### config.mk
export PLATFORM = sky130hd
export DESIGN_NAME = frag_reasm
export DESIGN_NICKNAME = d
export VERILOG_FILES = /design/src/rtl/frag_reasm_pkg.sv /design/src/rtl/frag_hdr_decode.sv /design/src/rtl/frag_lane_pack.sv /design/src/rtl/frag_reasm.sv
export SDC_FILE = /design/constraint.sdc
export NUM_CORES = 1
export LEC_CHECK = 0
export BUFFER_PORTS_ARGS = -buffer_cell sky130_fd_sc_hd__buf_2
export CAP_MARGIN = 0
export CORE_ASPECT_RATIO = 0.6
export CORE_MARGIN = 3
export CORE_UTILIZATION = 52
export DETAILED_ROUTE_END_ITERATION = 7
export GPL_ROUTABILITY_DRIVEN = 0
export PLACE_DENSITY = 0.85
export RECOVER_POWER = 50
export SKIP_CTS_REPAIR_TIMING = 1
export SLEW_MARGIN = 20
export SYNTH_ARGS = -nofsm -noshare
export SYNTH_HDL_FRONTEND = slang
export SYNTH_SLANG_ARGS = --single-unit
### constraint.sdc
create_clock -name clk -period 9.28 [get_ports clk]
set_input_delay 1.392 -clock clk [delete_from_list [all_inputs] [get_ports clk]]
set_output_delay 1.392 -clock clk [all_outputs]
set_load 0.005 [all_outputs]
### src/rtl/frag_reasm_pkg.sv
package frag_reasm_pkg;

    localparam int FRAME_BYTES_DEF = 8;
    localparam int CNT_W_DEF       = 8;
    localparam int SEQ_W           = 6;

    typedef enum logic [1:0] {
        MODE_FRAGIO  = 2'd0,
        MODE_CONSEC  = 2'd1,
        MODE_SEGMENT = 2'd2,
        MODE_RSVD    = 2'd3
    } hdr_mode_e;

    typedef enum logic [2:0] {
        ACT_ERR    = 3'd0,
        ACT_START  = 3'd1,
        ACT_CONT   = 3'd2,
        ACT_LAST   = 3'd3,
        ACT_SINGLE = 3'd4
    } frag_act_e;

    typedef struct packed {
        frag_act_e        act;
        logic [SEQ_W-1:0] seq_nxt;
    } hdr_verdict_t;

    function automatic logic act_opens(frag_act_e a);
        return (a == ACT_START) || (a == ACT_SINGLE);
    endfunction

    function automatic logic act_closes(frag_act_e a);
        return (a == ACT_LAST) || (a == ACT_SINGLE);
    endfunction

endpackage

### src/rtl/frag_hdr_decode.sv
module frag_hdr_decode
    import frag_reasm_pkg::*;
(
    input  hdr_mode_e        mode,
    input  logic [7:0]       hdr,
    input  logic             last_short,
    input  logic             busy,
    input  logic [SEQ_W-1:0] seq_exp,
    output hdr_verdict_t     verdict
);

    logic [1:0] f_type;
    logic [5:0] f_cnt;
    logic [3:0] sn;
    logic       tgl;
    logic       tgl_exp;
    logic       seg_last;

    assign f_type   = hdr[7:6];
    assign f_cnt    = hdr[5:0];
    assign sn       = hdr[3:0];
    assign tgl      = hdr[4];
    assign seg_last = hdr[0];
    assign tgl_exp  = busy ? seq_exp[0] : 1'b0;

    always_comb begin
        verdict.act     = ACT_ERR;
        verdict.seq_nxt = '0;
        unique case (mode)
            MODE_FRAGIO: begin
                unique case (f_type)
                    2'b00: begin
                        if (f_cnt == 6'h3F) begin
                            verdict.act = ACT_SINGLE;
                        end else if (f_cnt == 6'h00) begin
                            verdict.act     = ACT_START;
                            verdict.seq_nxt = 6'd1;
                        end
                    end
                    2'b01: begin
                        if (busy && (f_cnt == seq_exp)) begin
                            verdict.act     = ACT_CONT;
                            verdict.seq_nxt = f_cnt + 6'd1;
                        end
                    end
                    2'b10: begin
                        if (busy && (f_cnt == seq_exp)) begin
                            verdict.act = ACT_LAST;
                        end
                    end
                    default: verdict.act = ACT_ERR;
                endcase
            end
            MODE_CONSEC: begin
                verdict.seq_nxt = {2'b00, sn + 4'd1};
                if (hdr[7:4] == 4'b0010) begin
                    if (!busy) begin
                        if (sn == 4'd1) begin
                            verdict.act = last_short ? ACT_SINGLE : ACT_START;
                        end
                    end else if (sn == seq_exp[3:0]) begin
                        verdict.act = last_short ? ACT_LAST : ACT_CONT;
                    end
                end
            end
            MODE_SEGMENT: begin
                verdict.seq_nxt = {5'b0, ~tgl};
                if (tgl == tgl_exp) begin
                    if (busy) begin
                        verdict.act = seg_last ? ACT_LAST : ACT_CONT;
                    end else begin
                        verdict.act = seg_last ? ACT_SINGLE : ACT_START;
                    end
                end
            end
            default: verdict.act = ACT_ERR;
        endcase
    end

endmodule

### src/rtl/frag_lane_pack.sv
module frag_lane_pack #(
    parameter int FRAME_BYTES = 8,
    localparam int LANES      = FRAME_BYTES - 1,
    localparam int LEN_W      = $clog2(FRAME_BYTES)
) (
    input  logic [8*FRAME_BYTES-1:0] frame,
    input  logic [LEN_W-1:0]         len,
    input  logic                     enable,
    output logic [LANES-1:0]         mask,
    output logic [8*LANES-1:0]       lanes
);

    for (genvar i = 0; i < LANES; i++) begin : g_lane
        logic live;
        assign live              = enable && (LEN_W'(i) < len);
        assign mask[i]           = live;
        assign lanes[8*i +: 8]   = live ? frame[8*(i+1) +: 8] : 8'h00;
    end

endmodule

### src/rtl/frag_reasm.sv
module frag_reasm
    import frag_reasm_pkg::*;
#(
    parameter int FRAME_BYTES = FRAME_BYTES_DEF,
    parameter int CNT_W       = CNT_W_DEF,
    localparam int LANES      = FRAME_BYTES - 1,
    localparam int LEN_W      = $clog2(FRAME_BYTES)
) (
    input  logic                     clk,
    input  logic                     rst,
    input  logic [1:0]               cfg_mode,
    input  logic                     frm_valid,
    input  logic [3:0]               frm_dlc,
    input  logic [8*FRAME_BYTES-1:0] frm_data,
    output logic                     wr_en,
    output logic [CNT_W-1:0]         wr_base,
    output logic [LANES-1:0]         wr_mask,
    output logic [8*LANES-1:0]       wr_lanes,
    output logic                     msg_done,
    output logic                     frag_err,
    output logic [CNT_W-1:0]         done_count
);

    localparam logic [CNT_W:0] MAX_CNT = (CNT_W+1)'((1 << CNT_W) - 1);

    typedef struct packed {
        logic             busy;
        logic [CNT_W-1:0] fill;
        logic [SEQ_W-1:0] seq;
    } reasm_ctx_t;

    reasm_ctx_t   ctx_q;
    hdr_verdict_t verdict;

    logic [3:0]       dlc_eff;
    logic [LEN_W-1:0] len;
    logic             no_hdr;
    logic             opens;
    logic             closes;
    logic [CNT_W-1:0] base;
    logic [CNT_W:0]   total;
    logic             bad;
    logic             take;
    logic             do_write;
    logic [LANES-1:0]   mask_n;
    logic [8*LANES-1:0] lanes_n;

    assign dlc_eff = (frm_dlc > 4'(FRAME_BYTES)) ? 4'(FRAME_BYTES) : frm_dlc;
    assign no_hdr  = (dlc_eff == 4'd0);
    assign len     = no_hdr ? '0 : LEN_W'(dlc_eff - 4'd1);

    frag_hdr_decode u_decode (
        .mode       (hdr_mode_e'(cfg_mode)),
        .hdr        (frm_data[7:0]),
        .last_short (dlc_eff < 4'(FRAME_BYTES)),
        .busy       (ctx_q.busy),
        .seq_exp    (ctx_q.seq),
        .verdict    (verdict)
    );

    assign opens  = act_opens(verdict.act);
    assign closes = act_closes(verdict.act);
    assign base   = opens ? '0 : ctx_q.fill;
    assign total  = {1'b0, base} + {{(CNT_W+1-LEN_W){1'b0}}, len};

    assign bad = no_hdr
              || (verdict.act == ACT_ERR)
              || (total > MAX_CNT)
              || (closes && (total == '0));

    assign take     = frm_valid && !bad;
    assign do_write = take && (len != '0);

    frag_lane_pack #(.FRAME_BYTES(FRAME_BYTES)) u_pack (
        .frame  (frm_data),
        .len    (len),
        .enable (do_write),
        .mask   (mask_n),
        .lanes  (lanes_n)
    );

    always_ff @(posedge clk) begin
        if (rst) begin
            ctx_q      <= '0;
            wr_en      <= 1'b0;
            wr_base    <= '0;
            wr_mask    <= '0;
            wr_lanes   <= '0;
            msg_done   <= 1'b0;
            frag_err   <= 1'b0;
            done_count <= '0;
        end else begin
            wr_en    <= do_write;
            wr_base  <= do_write ? base : '0;
            wr_mask  <= mask_n;
            wr_lanes <= lanes_n;
            msg_done <= take && closes;
            frag_err <= frm_valid && bad;
            if (take && closes) begin
                done_count <= total[CNT_W-1:0];
            end
            if (frm_valid) begin
                if (bad || closes) begin
                    ctx_q <= '0;
                end else begin
                    ctx_q.busy <= 1'b1;
                    ctx_q.fill <= total[CNT_W-1:0];
                    ctx_q.seq  <= verdict.seq_nxt;
                end
            end
        end
    end

    // an idle cycle leaves every event output low on the next cycle
    assert_idle_quiet_R1: assert property (@(posedge clk) disable iff (rst)
        !frm_valid |=> (!wr_en && !msg_done && !frag_err));

    // write lanes always form a run starting at lane 0
    assert_mask_contig_R2: assert property (@(posedge clk) disable iff (rst)
        wr_en |-> (wr_mask[0] && ((wr_mask & (wr_mask + 1'b1)) == '0)));

    // reserved mode rejects every frame
    assert_rsvd_mode_err_R3: assert property (@(posedge clk) disable iff (rst)
        (frm_valid && (cfg_mode == 2'd3)) |=> frag_err);

    // a completed message never reports zero bytes
    assert_done_nonzero_R9: assert property (@(posedge clk) disable iff (rst)
        msg_done |-> (done_count != '0));

    // no write lane lands beyond the top of the byte range
    assert_no_overflow_R10: assert property (@(posedge clk) disable iff (rst)
        wr_en |-> (({1'b0, wr_base} + (CNT_W+1)'($countones(wr_mask))) <= MAX_CNT));

    // an error pulse excludes both a write and a completion
    assert_err_exclusive_R11: assert property (@(posedge clk) disable iff (rst)
        frag_err |-> (!wr_en && !msg_done));

endmodule

# Yosys cells after proc, flatten, opt, wreduce, memory -nomap -nowiden
# Cells that the tools add are included.
[totals]
register_bits = 97
latch_bits = 0
ramBits = 0
romBits = 0
inputBits = 73
out_inout_bits = 82
wordCells = 111
mem_count = 0
[classes]
n_addsub = 4
multipliers = 0
n_div = 0
order_cmp = 10
eq_ne = 13
shifts = 0
muxes = 24
n_bitwise = 9
reduce_logical = 35
[ops]
columns = ["op", "n"]
rows = [
  ["two-way mux 3 bit", 10],
  ["one-hot mux 3 bit (3 select lines)", 2],
  ["one-hot mux 6 bit (3 select lines)", 1],
  ["two-way mux 8 bit", 2],
  ["OR reduction 2 bit", 8],
  ["two-way mux 15 bit", 1],
  ["logical AND 1 bit", 13],
  ["one-hot mux 6 bit (2 select lines)", 1],
  ["adder 8 x 3 -> 9 bit", 1],
  ["greater-than comparator 9 x 8 -> 1 bit (second input constant)", 1],
  ["logical NOT 9 bit", 1],
  ["< comparator 3 bit (first input constant)", 3],
  ["inverter 1 bit", 9],
  ["two-way mux 7 bit", 1],
  ["adder 6 x 1 -> 6 bit (second input constant)", 1],
  ["== test 6 bit", 1],
  ["== test 6 bit (second input constant)", 1],
  ["logical NOT 6 bit", 1],
  ["logical OR 1 bit", 6],
  ["< comparator 1 x 3 -> 1 bit (first input constant)", 2],
  ["< comparator 2 x 3 -> 1 bit (first input constant)", 2],
  ["two-way mux 6 bit", 1],
  ["adder 4 x 1 -> 4 bit (second input constant)", 1],
  ["== test 2 x 1 -> 1 bit (second input constant)", 2],
  ["19 further kinds", 23],
]

# Longest topological paths before layout
[logic_depth]
ltp_word = 21
mapped_depth = 20
ltp_nobuf = 19

# Cells and area by module
# From an unflattened synthesis, not the netlist that was laid out.
[hier_totals]
cells_unflattened = 470
hier_area_um2 = 4419.2
[modules_own_cells]
columns = ["mod", "n_inst", "cells_per_inst", "area_per_inst_um2", "seq_area_each_um2"]
rows = [
  ["frag_reasm", 1, 328, 3473.3, 1941.9],
  ["frag_lane_pack", 1, 79, 511.7, 0.0],
  ["frag_hdr_decode", 1, 63, 434.2, 0.0],
]

# Worst setup path before layout
# OpenSTA, ideal clock, no wires.
[synth_timing]
path_type = "input-to-reg"
startpoint = "in frm_data[2]"
endpoint = "reg wr_lanes[51]"
setup_time_ns = 0.115
arrival_time_ns = 5.487
required_time_ns = 9.165
slack_ns = 3.678
path_stages = 17
n_path_buf = 2
cell_sequence = "buf_2 or4b_1 or4_1 o31ai_1 nor3_1 o21ai_1 and2_1 ha_1 inv_1 fa_1 xnor2_1 or4b_2 nor4_1 a2111oi_2 buf_4 and3_4 and2_1"
[synth_via]
elab_chain_len = 18
elab_cells_between_ends = 36
classes_between = "add/sub: 1; order compare: 1; eq/ne: 7; mux: 11; bitwise: 1; reduce/logical: 15"
[synth_lines]
columns = ["element", "line", "text"]
rows = [
  ["from (decl)", "frag_reasm.sv:14", "input logic [8*FRAME_BYTES-1:0] frm_data,"],
  ["== test 6 bit (tied with other cells)", "frag_hdr_decode.sv:41, frag_hdr_decode.sv:47", ""],
  ["logical AND 1 bit (tied with other cells)", "frag_hdr_decode.sv:41, frag_hdr_decode.sv:47", ""],
  ["two-way mux 2 bit (tied with other cells)", "frag_hdr_decode.sv:47", "if (busy && (f_cnt == seq_exp)) begin"],
  ["one-hot mux 3 bit (3 select lines) or two-way mux 3 bit (tied branches)", "frag_hdr_decode.sv:31, frag_hdr_decode.sv:56", ""],
  ["one-hot mux 3 bit (3 select lines) *", "frag_hdr_decode.sv:29", "unique case (mode)"],
  ["== test 3 x 1 -> 1 bit or == test 3 bit (tied branches)", "frag_reasm_pkg.sv:28", "return (a == ACT_START) || (a == ACT_SINGLE);"],
  ["logical OR 1 bit *", "frag_reasm_pkg.sv:28", ""],
  ["two-way mux 8 bit *", "frag_reasm.sv:63", "assign base = opens ? '0 : ctx_q.fill;"],
  ["named net base[0]", "frag_reasm.sv:40", "logic [CNT_W-1:0] base;"],
  ["[... 2 more ...]", "-", ""],
  ["logical OR 1 bit or logical AND 1 bit (tied branches)", "frag_reasm.sv:68, frag_reasm.sv:69", ""],
  ["logical OR 1 bit *", "frag_reasm.sv:69", "|| (closes && (total == '0));"],
  ["logical NOT 1 bit *", "frag_reasm.sv:71", "assign take = frm_valid && !bad;"],
  ["logical AND 1 bit *", "frag_reasm.sv:71", ""],
  ["logical AND 1 bit *", "frag_reasm.sv:72", "assign do_write = take && (len != '0);"],
  ["logical AND 1 bit *", "frag_lane_pack.sv:15", "assign live = enable && (LEN_W'(i) < len);"],
  ["inverter 1 bit (no line) *", "-", ""],
  ["OR reduction 2 bit (no line) *", "-", ""],
  ["to (signal assigned)", "frag_reasm.sv:96", "wr_lanes <= lanes_n;"],
  ["to (decl)", "frag_reasm.sv:18", "output logic [8*LANES-1:0] wr_lanes,"],
]
# The timed path passes the listed nets; every way through them passes the cells marked *.
# A chain may end at the register's enable or synchronous reset.

# Worst setup path after layout
[layout_timing]
startpoint = "in frm_data[1]"
endpoint = "reg ctx_q[13] (netlist name)"
[layout_via]
elab_chain_len = 14
elab_cells_between_ends = 32
classes_between = "add/sub: 1; order compare: 1; eq/ne: 7; mux: 12; reduce/logical: 11"
[layout_lines]
columns = ["element", "line", "text"]
rows = [
  ["== test 6 bit (tied with other cells)", "frag_hdr_decode.sv:41, frag_hdr_decode.sv:47", ""],
  ["logical AND 1 bit (tied with other cells)", "frag_hdr_decode.sv:41, frag_hdr_decode.sv:47", ""],
  ["two-way mux 2 bit (tied with other cells)", "frag_hdr_decode.sv:47", ""],
  ["one-hot mux 3 bit (3 select lines) or two-way mux 3 bit (tied branches)", "frag_hdr_decode.sv:31, frag_hdr_decode.sv:56", ""],
  ["one-hot mux 3 bit (3 select lines) *", "frag_hdr_decode.sv:29", ""],
  ["== test 3 x 1 -> 1 bit or == test 3 bit (tied branches)", "frag_reasm_pkg.sv:28", ""],
  ["logical OR 1 bit *", "frag_reasm_pkg.sv:28", ""],
  ["two-way mux 8 bit *", "frag_reasm.sv:63", ""],
  ["named net base[2]", "frag_reasm.sv:40", ""],
  ["adder 8 x 3 -> 9 bit *", "frag_reasm.sv:64", "assign total = {1'b0, base} + {{(CNT_W+1-LEN_W){1'b0}}, len};"],
  ["greater-than comparator 9 x 8 -> 1 bit or logical NOT 9 bit (tied branches)", "frag_reasm.sv:68, frag_reasm.sv:69", ""],
  ["logical OR 1 bit or logical AND 1 bit (tied branches)", "frag_reasm.sv:68, frag_reasm.sv:69", ""],
  ["logical OR 1 bit", "frag_reasm.sv:69", ""],
  ["logical OR 1 bit", "frag_reasm.sv:103", "if (bad || closes) begin"],
  ["two-way mux 15 bit *", "frag_reasm.sv:103", ""],
  ["to (decl)", "frag_reasm.sv:32", "reasm_ctx_t ctx_q;"],
]
# Marks and branches as above.

==> run metrics <==
run status complete, but fails checks; failing checks max-capacitance violations, max-slew violations; unrepaired setup endpoints after global routing no; critical path, cell by cell clkbuf_1, inv_1, ha_1, or4b_1, or4_1, o31ai_1, nor3_1, o21ai_0, and2_0, ha_1, nor2b_1, o21ai_0, nor2_1, a21boi_0, nor3_1, a32oi_1, nor2_1; Clk pwr share 41.6%; fill count 564; Post-route DRC 0; Mapped Cells 396; Starting Density 55.72%; pwr/cell area 169.6 nW/µm²; Setup CP Type input port to flip-flop; Peak VDD IR 0.1284 mV; Final Cycle Share 79.84%; setup_tns 0 ps; critical path endpoint category flip-flop; asr flop ratio synth 0%; Worst Hold Class flip-flop to flip-flop; Port Buffers 154; Synth Area in XOR/XNOR 3.414%; clk buf depth 2; worst slew pin tran 1889 ps; FF/Latch Area 1942 µm²; share of layout cells above drive strength 1 22.24%; core area 6907 µm²; Post-Synth Adder-Cell Area 3.121%; Buf/Inv on CP 2; clock tree root buffer cell clkbuf_16; post-synthesis compound-gate area fraction 9.883%; Setup Viol. Count Final 0; GRT Util Overall 23.82%; slowest CP cell nor3_1; routed len/inst 16.14 µm; CTS tree yes; Seq pwr share 51.4%; Max FO, Critical Path 17; Syn-to-layout area delta 25.10%; Ys Warns 0; Worst Path Required 9550 ps; utilization after layout 69.71%; Hold Vio Cnt, Final 0; register area share after synthesis 50.46%; initial antenna violation count 0; Comb pwr share 7.0%; minimum clock period 7409 ps; net switching power 0.1871 mW; relative slew slack -26.87%; Ant. Diodes 0; Syn Nets 478; Clock Skew 7.441 ps; CTS Sinks 97; vias in the first global route 3,218; delay-heaviest family, CP simple AND/OR/NAND/NOR gates; Crit path largest cell delay 1490 ps; Routed WL 10,180 µm; sw frac 22.91%; Worst setup SP type input port; Int Power 0.6296 mW; DRT iter0 DRCs 353; first-pass GRT wire length 15,610 µm; largest net degree at the start of global routing 41; Max Slew Vio Count 35; placed cells 616; H-Tree Depth 3; grt ovf 0; I/O Pins 155; final antenna-violating net count 0; Non-Filler Instances 631; Worst-path clk slew 60 ps; total power 0.8167 mW; Mapped Area 3849 µm²; total CTS buffers 9; Chip Height 72.64 µm; Std-Cell Rows 23; Max Fclk 135.0 MHz; clk_lat worst skew 340 ps; DPL Wire Length 7668 µm; vias per cell 5.496; Synth Area per Inst 9.719 µm²; Die X 117.1 µm; die area 8504 µm²; Fin Hold WS 481.9 ps; final net count 622; #FFs+latches synth 97; multi-input gate area in the final layout 1747 µm²; largest family of logic cells by synthesized area simple AND/OR/NAND/NOR gates; most common cell after layout, fill and taps aside dfxtp_1; Vias 3,468; max-cap violation count 2; DR pass1 iterations 5; Synth Area in Simple Gates 26.82%; Yosys cell types 55; Pleak 2.257 nW; most frequent cells in the layout dfxtp_1 (97), buf_2 (93), clkbuf_1 (62), and3_1 (36), and2_1 (35); mux cell area share after synthesis 1.951%; EDFF count, synth 0; Worst EP arrival 7680 ps; Top FF cell, synth dfxtp_1
==> routing by layer <==
layer | part of all wire, % | routed length [µm] | up-vias | track usage (%)
li1 | - | - | 1661 | -
met1 | 43 | 4361 | 1586 | 31.74
met2 | 45 | 4592 | 199 | 36.23
met3 | 11 | 1084 | 22 | 8.699
met4 | 1.4 | 145 | 0 | 7.634
met5 | 0 | 0 | - | 0
==> worst min-delay path: stages (launching register included) <==
cell     delay [ps]
dfxtp_1         320
nand2_1          60
a21oi_1          60
==> cell type report <==
type | instances | share of cell area (%)
flip-flops and latches | 97 | 40.33
clock inverters | 4 | 0.5717
inverters | 12 | 0.9356
repair buffers | 155 | 14.58
clock buffers | 11 | 5.042
multi-input cells | 265 | 36.28
well taps | 87 | 2.261
==> path summary, 6_finish.rpt <==
kind	startpoint	slack (ps)	endpoint	depth (start not counted)
worst min-delay path	ctx_q[7]	480	ctx_q[7]	2
worst min register to register	ctx_q[7]	480	ctx_q[7]	2
worst max register to register	ctx_q[14]	2810	ctx_q[13]	14
worst max-delay path	frm_data[1]	1870	ctx_q[13]	17
==> stage by stage <==
step / area, µm² / setup slack [ps]
detailed placement: 4626 / 2160
floorplan: 3849 / 3678
global placement: 4626 / 2584
CTS: 4896 / 2503
global route: 4815 / 1272
finish: 4815 / 1871
==> power groups by stage <==
stage               combinational [mW]  clock [mW]  sequential [mW]
floorplan                       0.0306           0            0.429
global placement                0.0549           0            0.429
detailed placement              0.0569           0            0.429
CTS                             0.0572       0.343            0.419
global route                    0.0637       0.364            0.419
finish                          0.0576       0.340            0.419
==> kinds of logic (layout without fill, tap and decap cells) <==
family	count (synthesis)	count (layout)
muxes	7	7
DFF	97	97
adders and majority gates	9	9
and+or+nand+nor	182	182
buffers and inverters	34	182
AOI/OAI and AO/OA	52	52
xor gates and xnor gates	15	15
==> state kept, by name, summed over array words and instances, names as in the netlist <==
| register | cells |
|---|---|
| ctx_q | 15 |
| frag_err | 1 |
| msg_done | 1 |
| done_count | 8 |
| wr_base | 8 |
| wr_mask | 7 |
| wr_en | 1 |
| wr_lanes | 56 |
==> synth_stat cells, types with 6 or more instances <==
library cell | number | area share, %
a21oi_1 | 13 | 1.7
ha_1 | 8 | 2.6
dfxtp_1 | 97 | 50
nor3_1 | 6 | 0.78
and3_1 | 36 | 5.9
mux2i_1 | 6 | 1.6
inv_1 | 12 | 1.2
and4_1 | 6 | 1.4
nor2_1 | 32 | 3.1
clkbuf_1 | 10 | 0.98
nand3_1 | 8 | 1.0
xnor2_1 | 12 | 2.7
and2_1 | 36 | 5.9
nand2_1 | 24 | 2.3
(Power assumes the default switching activity.)
